### src/rtl/seg_addr_pkg.sv
package seg_addr_pkg;

    localparam int SEG_W  = 16;
    localparam int OFF_W  = 16;
    localparam int SHIFT  = 4;
    localparam int NSEG   = 4;

    typedef enum logic [1:0] {
        SEG_CODE  = 2'd0,
        SEG_DATA  = 2'd1,
        SEG_STACK = 2'd2,
        SEG_EXTRA = 2'd3
    } seg_id_e;

    typedef enum logic [1:0] {
        SRC_IP  = 2'd0,
        SRC_SP  = 2'd1,
        SRC_BP  = 2'd2,
        SRC_GEN = 2'd3
    } off_src_e;

    typedef struct packed {
        off_src_e src;
        logic     ovr_en;
        seg_id_e  ovr_sel;
    } seg_req_t;

    // Default segment for each offset source
    function automatic seg_id_e default_seg(input off_src_e s);
        case (s)
            SRC_IP:         default_seg = SEG_CODE;
            SRC_SP, SRC_BP: default_seg = SEG_STACK;
            default:        default_seg = SEG_DATA;
        endcase
    endfunction

    // Instruction fetch cannot be redirected
    function automatic logic override_allowed(input off_src_e s);
        override_allowed = (s != SRC_IP);
    endfunction

endpackage

### src/rtl/seg_regfile.sv
module seg_regfile
    import seg_addr_pkg::*;
#(
    parameter int W  = SEG_W,
    parameter int N  = NSEG,
    localparam int SW = $clog2(N)
) (
    input  logic              clk,
    input  logic              rst,
    input  logic              wr_en,
    input  logic [SW-1:0]     wr_sel,
    input  logic [W-1:0]      wr_data,
    input  logic [SW-1:0]     rd_sel,
    output logic [W-1:0]      rd_data
);

    logic [W-1:0] seg_q [N];

    for (genvar i = 0; i < N; i++) begin : g_reg
        always_ff @(posedge clk) begin
            if (rst)
                seg_q[i] <= '0;
            else if (wr_en && (wr_sel == SW'(i)))
                seg_q[i] <= wr_data;
        end

        AST_WRITE_LANDS: assert property (@(posedge clk) disable iff (rst)
            (wr_en && wr_sel == SW'(i)) |=> (seg_q[i] == $past(wr_data)));
        AST_OTHERS_HOLD: assert property (@(posedge clk) disable iff (rst)
            !(wr_en && wr_sel == SW'(i)) |=> $stable(seg_q[i]));
        AST_RESET_ZERO: assert property (@(posedge clk) disable iff (rst)
            $fell(rst) |-> (seg_q[i] == '0));
    end

    assign rd_data = seg_q[rd_sel];

endmodule

### src/rtl/seg_select.sv
module seg_select
    import seg_addr_pkg::*;
(
    input  logic     clk,
    input  logic     rst,
    input  seg_req_t req,
    output seg_id_e  seg_id
);

    always_comb begin
        if (req.ovr_en && override_allowed(req.src))
            seg_id = req.ovr_sel;
        else
            seg_id = default_seg(req.src);
    end

    AST_IP_CODE: assert property (@(posedge clk) disable iff (rst)
        (req.src == SRC_IP) |-> (seg_id == SEG_CODE));
    AST_DEFAULT_STACK: assert property (@(posedge clk) disable iff (rst)
        (!req.ovr_en && (req.src == SRC_SP || req.src == SRC_BP)) |-> (seg_id == SEG_STACK));
    AST_DEFAULT_DATA: assert property (@(posedge clk) disable iff (rst)
        (!req.ovr_en && req.src == SRC_GEN) |-> (seg_id == SEG_DATA));
    AST_OVERRIDE: assert property (@(posedge clk) disable iff (rst)
        (req.ovr_en && req.src != SRC_IP) |-> (seg_id == req.ovr_sel));

endmodule

### src/rtl/addr_adder.sv
module addr_adder
    import seg_addr_pkg::*;
#(
    parameter int SW = SEG_W,
    parameter int OW = OFF_W,
    parameter int SH = SHIFT,
    localparam int PA_W = SW + SH
) (
    input  logic            clk,
    input  logic            rst,
    input  logic [SW-1:0]   seg_val,
    input  logic [OW-1:0]   off_val,
    output logic [PA_W-1:0] phys
);

    logic [PA_W-1:0] base;
    logic [PA_W-1:0] off_ext;

    assign base    = {seg_val, {SH{1'b0}}};
    assign off_ext = PA_W'(off_val);
    // Sum kept to PA_W bits: the carry past the top bit is dropped
    assign phys    = base + off_ext;

    AST_LOW_NIBBLE: assert property (@(posedge clk) disable iff (rst)
        phys[SH-1:0] == off_val[SH-1:0]);

endmodule

### src/rtl/seg_addr_gen.sv
module seg_addr_gen
    import seg_addr_pkg::*;
(
    input  logic        clk,
    input  logic        rst,
    input  logic        wr_en,
    input  logic [1:0]  wr_sel,
    input  logic [15:0] wr_data,
    input  logic [1:0]  src,
    input  logic        ovr_en,
    input  logic [1:0]  ovr_sel,
    input  logic [15:0] offset,
    output logic [1:0]  seg_used,
    output logic [19:0] phys_addr
);

    seg_req_t          req;
    seg_id_e           seg_id;
    logic [SEG_W-1:0]  seg_val;

    assign req.src     = off_src_e'(src);
    assign req.ovr_en  = ovr_en;
    assign req.ovr_sel = seg_id_e'(ovr_sel);

    seg_select u_sel (
        .clk    (clk),
        .rst    (rst),
        .req    (req),
        .seg_id (seg_id)
    );

    seg_regfile #(.W(SEG_W), .N(NSEG)) u_regs (
        .clk     (clk),
        .rst     (rst),
        .wr_en   (wr_en),
        .wr_sel  (wr_sel),
        .wr_data (wr_data),
        .rd_sel  (seg_id),
        .rd_data (seg_val)
    );

    addr_adder #(.SW(SEG_W), .OW(OFF_W), .SH(SHIFT)) u_add (
        .clk     (clk),
        .rst     (rst),
        .seg_val (seg_val),
        .off_val (offset),
        .phys    (phys_addr)
    );

    assign seg_used = seg_id;

endmodule

### config.mk
export PLATFORM = sky130hd
export DESIGN_NAME = seg_addr_gen
export DESIGN_NICKNAME = d
export VERILOG_FILES = /design/src/rtl/seg_addr_pkg.sv /design/src/rtl/seg_regfile.sv /design/src/rtl/seg_select.sv /design/src/rtl/addr_adder.sv /design/src/rtl/seg_addr_gen.sv
export SDC_FILE = /design/constraint.sdc
export NUM_CORES = 1
export LEC_CHECK = 0
export BUFFER_PORTS_ARGS = -buffer_cell sky130_fd_sc_hd__buf_2
export CELL_PAD_IN_SITES_DETAIL_PLACEMENT = 1
export CELL_PAD_IN_SITES_GLOBAL_PLACEMENT = 2
export CORE_MARGIN = 8
export CORE_UTILIZATION = 38
export CTS_CLUSTER_DIAMETER = 150
export DETAILED_ROUTE_END_ITERATION = 6
export HOLD_SLACK_MARGIN = 0.15
export PLACE_DENSITY_LB_ADDON = 0.1
export SLEW_MARGIN = 10
export SYNTH_ARGS = -nofsm -noshare
export SYNTH_HDL_FRONTEND = slang
export SYNTH_HIERARCHICAL = 1
export SYNTH_SLANG_ARGS = --single-unit
### constraint.sdc
create_clock -name clk -period 3.3 [get_ports clk]
set_input_delay 0.165 -clock clk [delete_from_list [all_inputs] [get_ports clk]]
set_output_delay 0.165 -clock clk [all_outputs]
set_load 0.01 [all_outputs]
After elaboration in Yosys (flattened, before gate mapping)

Memories as Yosys holds them, arrays and structs flattened.
Index checks and enable logic that the tools add are counted.

Memories: 1
Input port bits: 42
Latch bits: 0
Register bits: 0
Memory bits (read-only): 0
RAM bits: 64

Memories:

| memory       | depth | bits a word | read ports | clocked after memory_dff | wr ports | RTL line          | RTL |
|---|---|---|---|---|---|---|---|
| u_regs.seg_q | 4     | 16          | 1          | 0                        | 4        | seg_regfile.sv:17 | `logic [W-1:0] seg_q [N];` |

Mux-type cells: 20
Div/mod/pow operators: 0
Eq/ne operators: 5
Shift operators: 0
Multiply operators: 0
Add/sub/neg operators: 1
Order comparisons: 0
Bitwise gates (word level): 4
Reductions and logical operators: 9

Operators with widths:

| cell               | count |
|---|---|
| $mux 16            | 4 |
| $add 20x16->20     | 1 |
| $mux 1             | 14 |
| $eq 2x2->1 const B | 3 |
| $logic_and 1x1->1  | 5 |
| $eq 2x1->1 const B | 2 |
| $logic_not 2->1    | 2 |
| $or 1x1->1         | 4 |
| $pmux 2 s2         | 1 |
| $mux 2             | 1 |
| $reduce_bool 2->1  | 1 |
| $reduce_or 2->1    | 1 |

Depth between registers and ports, before layout

Word-level depth: 6
Depth in mapped cells: 13

Modules after synthesis

The synthesis kept the hierarchy.

By module, submodules not included:

| module      | area an instance (um^2) | times used | cells each |
|---|---|---|---|
| seg_regfile | 2813.9                  | 1          | 184 |
| addr_adder  | 820.8                   | 1          | 108 |
| seg_select  | 76.3                    | 1          | 7 |

Worst setup path before layout

Ideal clock, no wire load.

Path type: input to output
Start point: input src[0]
End point: output phys_addr[16]
Setup slack: 0.087 ns
Arrival time: 3.048 ns
Cell stages on the path: 12
Data required time: 3.135 ns
Cell sequence: inv_1 > ha_1 > nor2b_4 > mux2_4 > buf_6 > mux4_1 > ha_1 > fa_1 > a21o_1 > a221oi_4 > nor3_1 > nor3_1

Longest elaborated chain between the ends: 6
Elaborated cells between the ends (all ways): 10
Those cells by class: 1 x add/sub; 2 x eq/ne; 2 x mux; 4 x reduce/logical; 1 x memory

Ends and longest elaborated chain:

| what                                     | RTL line           | RTL |
|---|---|---|
| from (decl)                              | seg_addr_gen.sv:9  | `input logic [1:0] src,` |
| $eq 2x1->1 or $eq 2x2->1 (tied branches) | seg_addr_pkg.sv:30 | `case (s)` |
| $reduce_or 2->1                          | seg_addr_pkg.sv:30 |  |
| $pmux 2 s2                               | seg_addr_pkg.sv:30 |  |
| $mux 2 (*)                               | seg_select.sv:11   | `if (req.ovr_en && override_allowed(req.src))` |
| net seg_used[0]                          | seg_addr_gen.sv:13 | `output logic [1:0] seg_used,` |
| $mem_v2 4x16 (*)                         | n/a                |  |
| net seg_val[0]                           | seg_addr_gen.sv:19 | `logic [SEG_W-1:0] seg_val;` |
| $add 20x16->20 (*)                       | addr_adder.sv:22   | `assign phys = base + off_ext;` |
| to (decl)                                | seg_addr_gen.sv:14 | `output logic [19:0] phys_addr` |

The timed path passes the listed nets; every way through them passes the cells marked *.

Worst setup path in the final report

Start point: input src[0]
End point: output phys_addr[14]

Longest elaborated chain between the ends: 6
Elaborated cells between the ends (all ways): 10
Those cells by class: 1 x add/sub; 2 x eq/ne; 2 x mux; 4 x reduce/logical; 1 x memory

Ends and longest elaborated chain:

| what                                     | RTL line |
|---|---|
| $eq 2x1->1 or $eq 2x2->1 (tied branches) | seg_addr_pkg.sv:30 |
| $reduce_or 2->1                          | seg_addr_pkg.sv:30 |
| $pmux 2 s2                               | seg_addr_pkg.sv:30 |
| $mux 2 (*)                               | seg_select.sv:11 |
| $mem_v2 4x16 (*)                         | n/a |
| net seg_val[0]                           | seg_addr_gen.sv:19 |
| $add 20x16->20 (*)                       | addr_adder.sv:22 |

Marks and branches as above.

==> metrics <==
status complete, no violations; Antenna Cells 0; IO buf count 55; EDFF count, synth between 60 and 70; worst vdd ir approximately 270 µV; Synth Flop Type edfxtp_1; count of maximum capacitance violations 0; Boundary Pins 64; share of cells above drive strength 1 0.361; endpoints failing hold 0; final WL 9530 µm; DP HPWL 6940 µm; Final Critical Period 3.20 ns; # fillers 1,070; cell count after synthesis 299; CTS Buffer Depth 2; CP max FO 8; max FFs per register 64; pins over their slew limit 0; Initial Utilization 0.385; path category of the worst min-delay check primary input to flop; Overall Global Routing Usage 0.150; TritonCTS clock tree built; post-DR wirelength/cell 18.3 µm; CTS H-tree depth 3; area grow syn2layout 23.9%; initial antenna violation count 0; die area 13,200 µm²; leak pwr around 1.8 nW; crit start category primary input; Post-CTS Hold Buffers 0; Distinct cells, synth 45; syn nets 356; max frequency 313 MHz; sequential area share after synthesis 0.518; Final setup viols 0; Worst Max-Slew Pin Slew between 0.8 and 0.9 ns; Post-synth ARST share 0; Pwr Density 522 nW/µm²; Yosys reg bits between 60 and 70; vias in the first global route approximately 2,900; global route overflow 0; Final ANT Viol Nets 0; via-per-instance ratio 5.12; worst setup margin around 0.10 ns; Setup crit end kind output pin; first-pass GRT wire length 15,100 µm; GP Congestion just over 0.7; # clock sinks 64; largest net degree at the start of global routing 21; synthesized area between 3000 and 4000 µm²; RSZ-0062 raised after global routing yes; Setup CP Type primary input to output pin; Critical Path RT ~3.1 ns; Die Span X 115 µm; top flop regs u_regs/seg_q x64; period utilization 0.968; site row count 36; nets@finish 440; drt pass-1 iters 4; clk slew on worst S/H paths ~0.070 ns; TritonCTS Buffers 9; clk root buf clkbuf_8; core area 9640 µm²; via count 2,669; Core Util, Final 0.477; Slew HR 0.437; DRC viols 0; Ys Warns 6; CP Data Arrival Time 3.03 ns; Most flops, register u_regs/seg_q; DR iter-0 viols 163; DP Worst Slack -0.0617 ns; Chip Height 115 µm; average size of a mapped cell about 12 µm²
## synthesized netlist by cell type (2+ instances only)
| cell type | number | area [µm²] |
|---|---|---|
| nor2_1 | 70 | 263 |
| edfxtp_1 | 64 | 1920 |
| nand3b_1 | 17 | 128 |
| ha_1 | 14 | 175 |
| buf_2 | 12 | 60.1 |
| a21oi_1 | 10 | 50.1 |
| mux4_2 | 10 | 225 |
| inv_1 | 8 | 30.0 |
| nand2_1 | 8 | 30.0 |
| nand3_1 | 7 | 35.0 |
| mux4_1 | 6 | 158 |
| xnor2_1 | 6 | 52.6 |
| a21o_1 | 5 | 37.5 |
| nand2b_1 | 5 | 31.3 |
| buf_4 | 4 | 30.0 |
| o21bai_1 | 4 | 30.0 |
| clkbuf_1 | 3 | 11.3 |
| nand4_1 | 3 | 18.8 |
| o211ai_1 | 3 | 22.5 |
| or3_1 | 3 | 18.8 |
| xor2_1 | 3 | 26.3 |
| a211oi_1 | 2 | 15.0 |
| and2_1 | 2 | 12.5 |
| buf_6 | 2 | 22.5 |
| mux2_4 | 2 | 30.0 |
| nor3_1 | 2 | 10.0 |
| nor3b_1 | 2 | 15.0 |
| o2111a_1 | 2 | 22.5 |
| o21ai_0 | 2 | 10.0 |
| o221ai_1 | 2 | 17.5 |
| o311ai_1 | 2 | 17.5 |
## report_power, final
part           internal [mW]  switching, mW
clock                  0.341          0.282
combinational          0.389          0.416
sequential             0.956         0.0144
## worst paths after layout
check / start / end / slack, ns / depth (start not counted)
worst max-delay path: src[0] / phys_addr[14] / 0.10 / 14
worst min-delay path: wr_data[13] / u_regs/seg_q[2][13] / 0.24 / 3
## cell usage in the layout, fill, tap and decap left out, types with 2 or more instances in the layout
cell type	count
a211oi_2	2
a21o_1	5
a21oi_1	10
and2_1	2
buf_2	55
buf_4	38
clkbuf_1	2
clkbuf_8	9
clkinv_1	2
clkinv_2	2
edfxtp_1	64
ha_1	6
ha_2	3
ha_4	5
inv_1	8
mux2_4	2
mux4_1	6
mux4_2	10
nand2_1	8
nand2b_1	5
nand3_1	7
nand3b_1	17
nand4_1	3
nor2_1	70
nor3_1	2
nor3b_1	2
o2111a_1	2
o211ai_1	3
o21bai_1	4
o221ai_1	2
o311ai_2	2
or3_1	3
xnor2_1	6
xor2_1	3
## cell families after synthesis
kind of cell | count (synthesis) | share of synthesized area
compound gates | 39 | 0.0877
xor+xnor | 9 | 0.0212
fa+ha+maj | 15 | 0.0526
buf+inv | 30 | 0.0469
flops | 64 | 0.518
mux | 18 | 0.111
simple gates | 124 | 0.163
## final cells by class
class | count | area, µm² | area share
clock inverters | 5 | 47.5 | 0.0103
repair buffers | 95 | 587 | 0.128
multi-input cells | 205 | 1710 | 0.373
flip-flops and latches | 64 | 1920 | 0.418
well taps | 133 | 166 | 0.0362
inverters | 8 | 30.0 | 0.00653
clock buffers | 11 | 131 | 0.0286
## through the flow
| step | hold slack [ns] | power (mW) | cell area [µm²] | setup TNS, ns | std cells |
|---|---|---|---|---|---|
| after detailed placement | 0.330 | 1.75 | 4290 | -0.132 | 503 |
| after floorplan | 0.422 | 1.46 | 3710 | 0 | 299 |
| after global routing | 0.272 | 2.54 | 4600 | -0.0308 | 521 |
| after global placement | 0.330 | 1.74 | 4290 | -0.0194 | 503 |
| after CTS | 0.232 | 2.38 | 4490 | 0 | 519 |
| final | 0.245 | 2.40 | 4600 | 0 | 521 |
## worst max-delay path, stage by stage
cell	delay (ns)
buf_2	0.09
inv_1	0.04
ha_1	0.22
nor2b_4	0.13
mux2_4	0.35
mux4_1	0.46
ha_2	0.23
fa_2	0.36
a21o_1	0.21
a221oi_4	0.23
buf_6	0.16
o21ai_0	0.10
xor2_1	0.14
buf_2	0.14
## timing repair
action	in CTS	in global routing
endpoints found under the setup margin	5	11
gates resized for setup	4	14
pin swaps	0	7
setup buffers	0	2
## layer usage
| layer | global-route usage | part of all wire |
|---|---|---|
| met5 | 0 | 0 |
| met2 | 0.259 | 0.50 |
| met4 | 0.0482 | 0.0091 |
| met3 | 0.0357 | 0.053 |
| met1 | 0.182 | 0.43 |
Power figures use the tool's default switching activity.
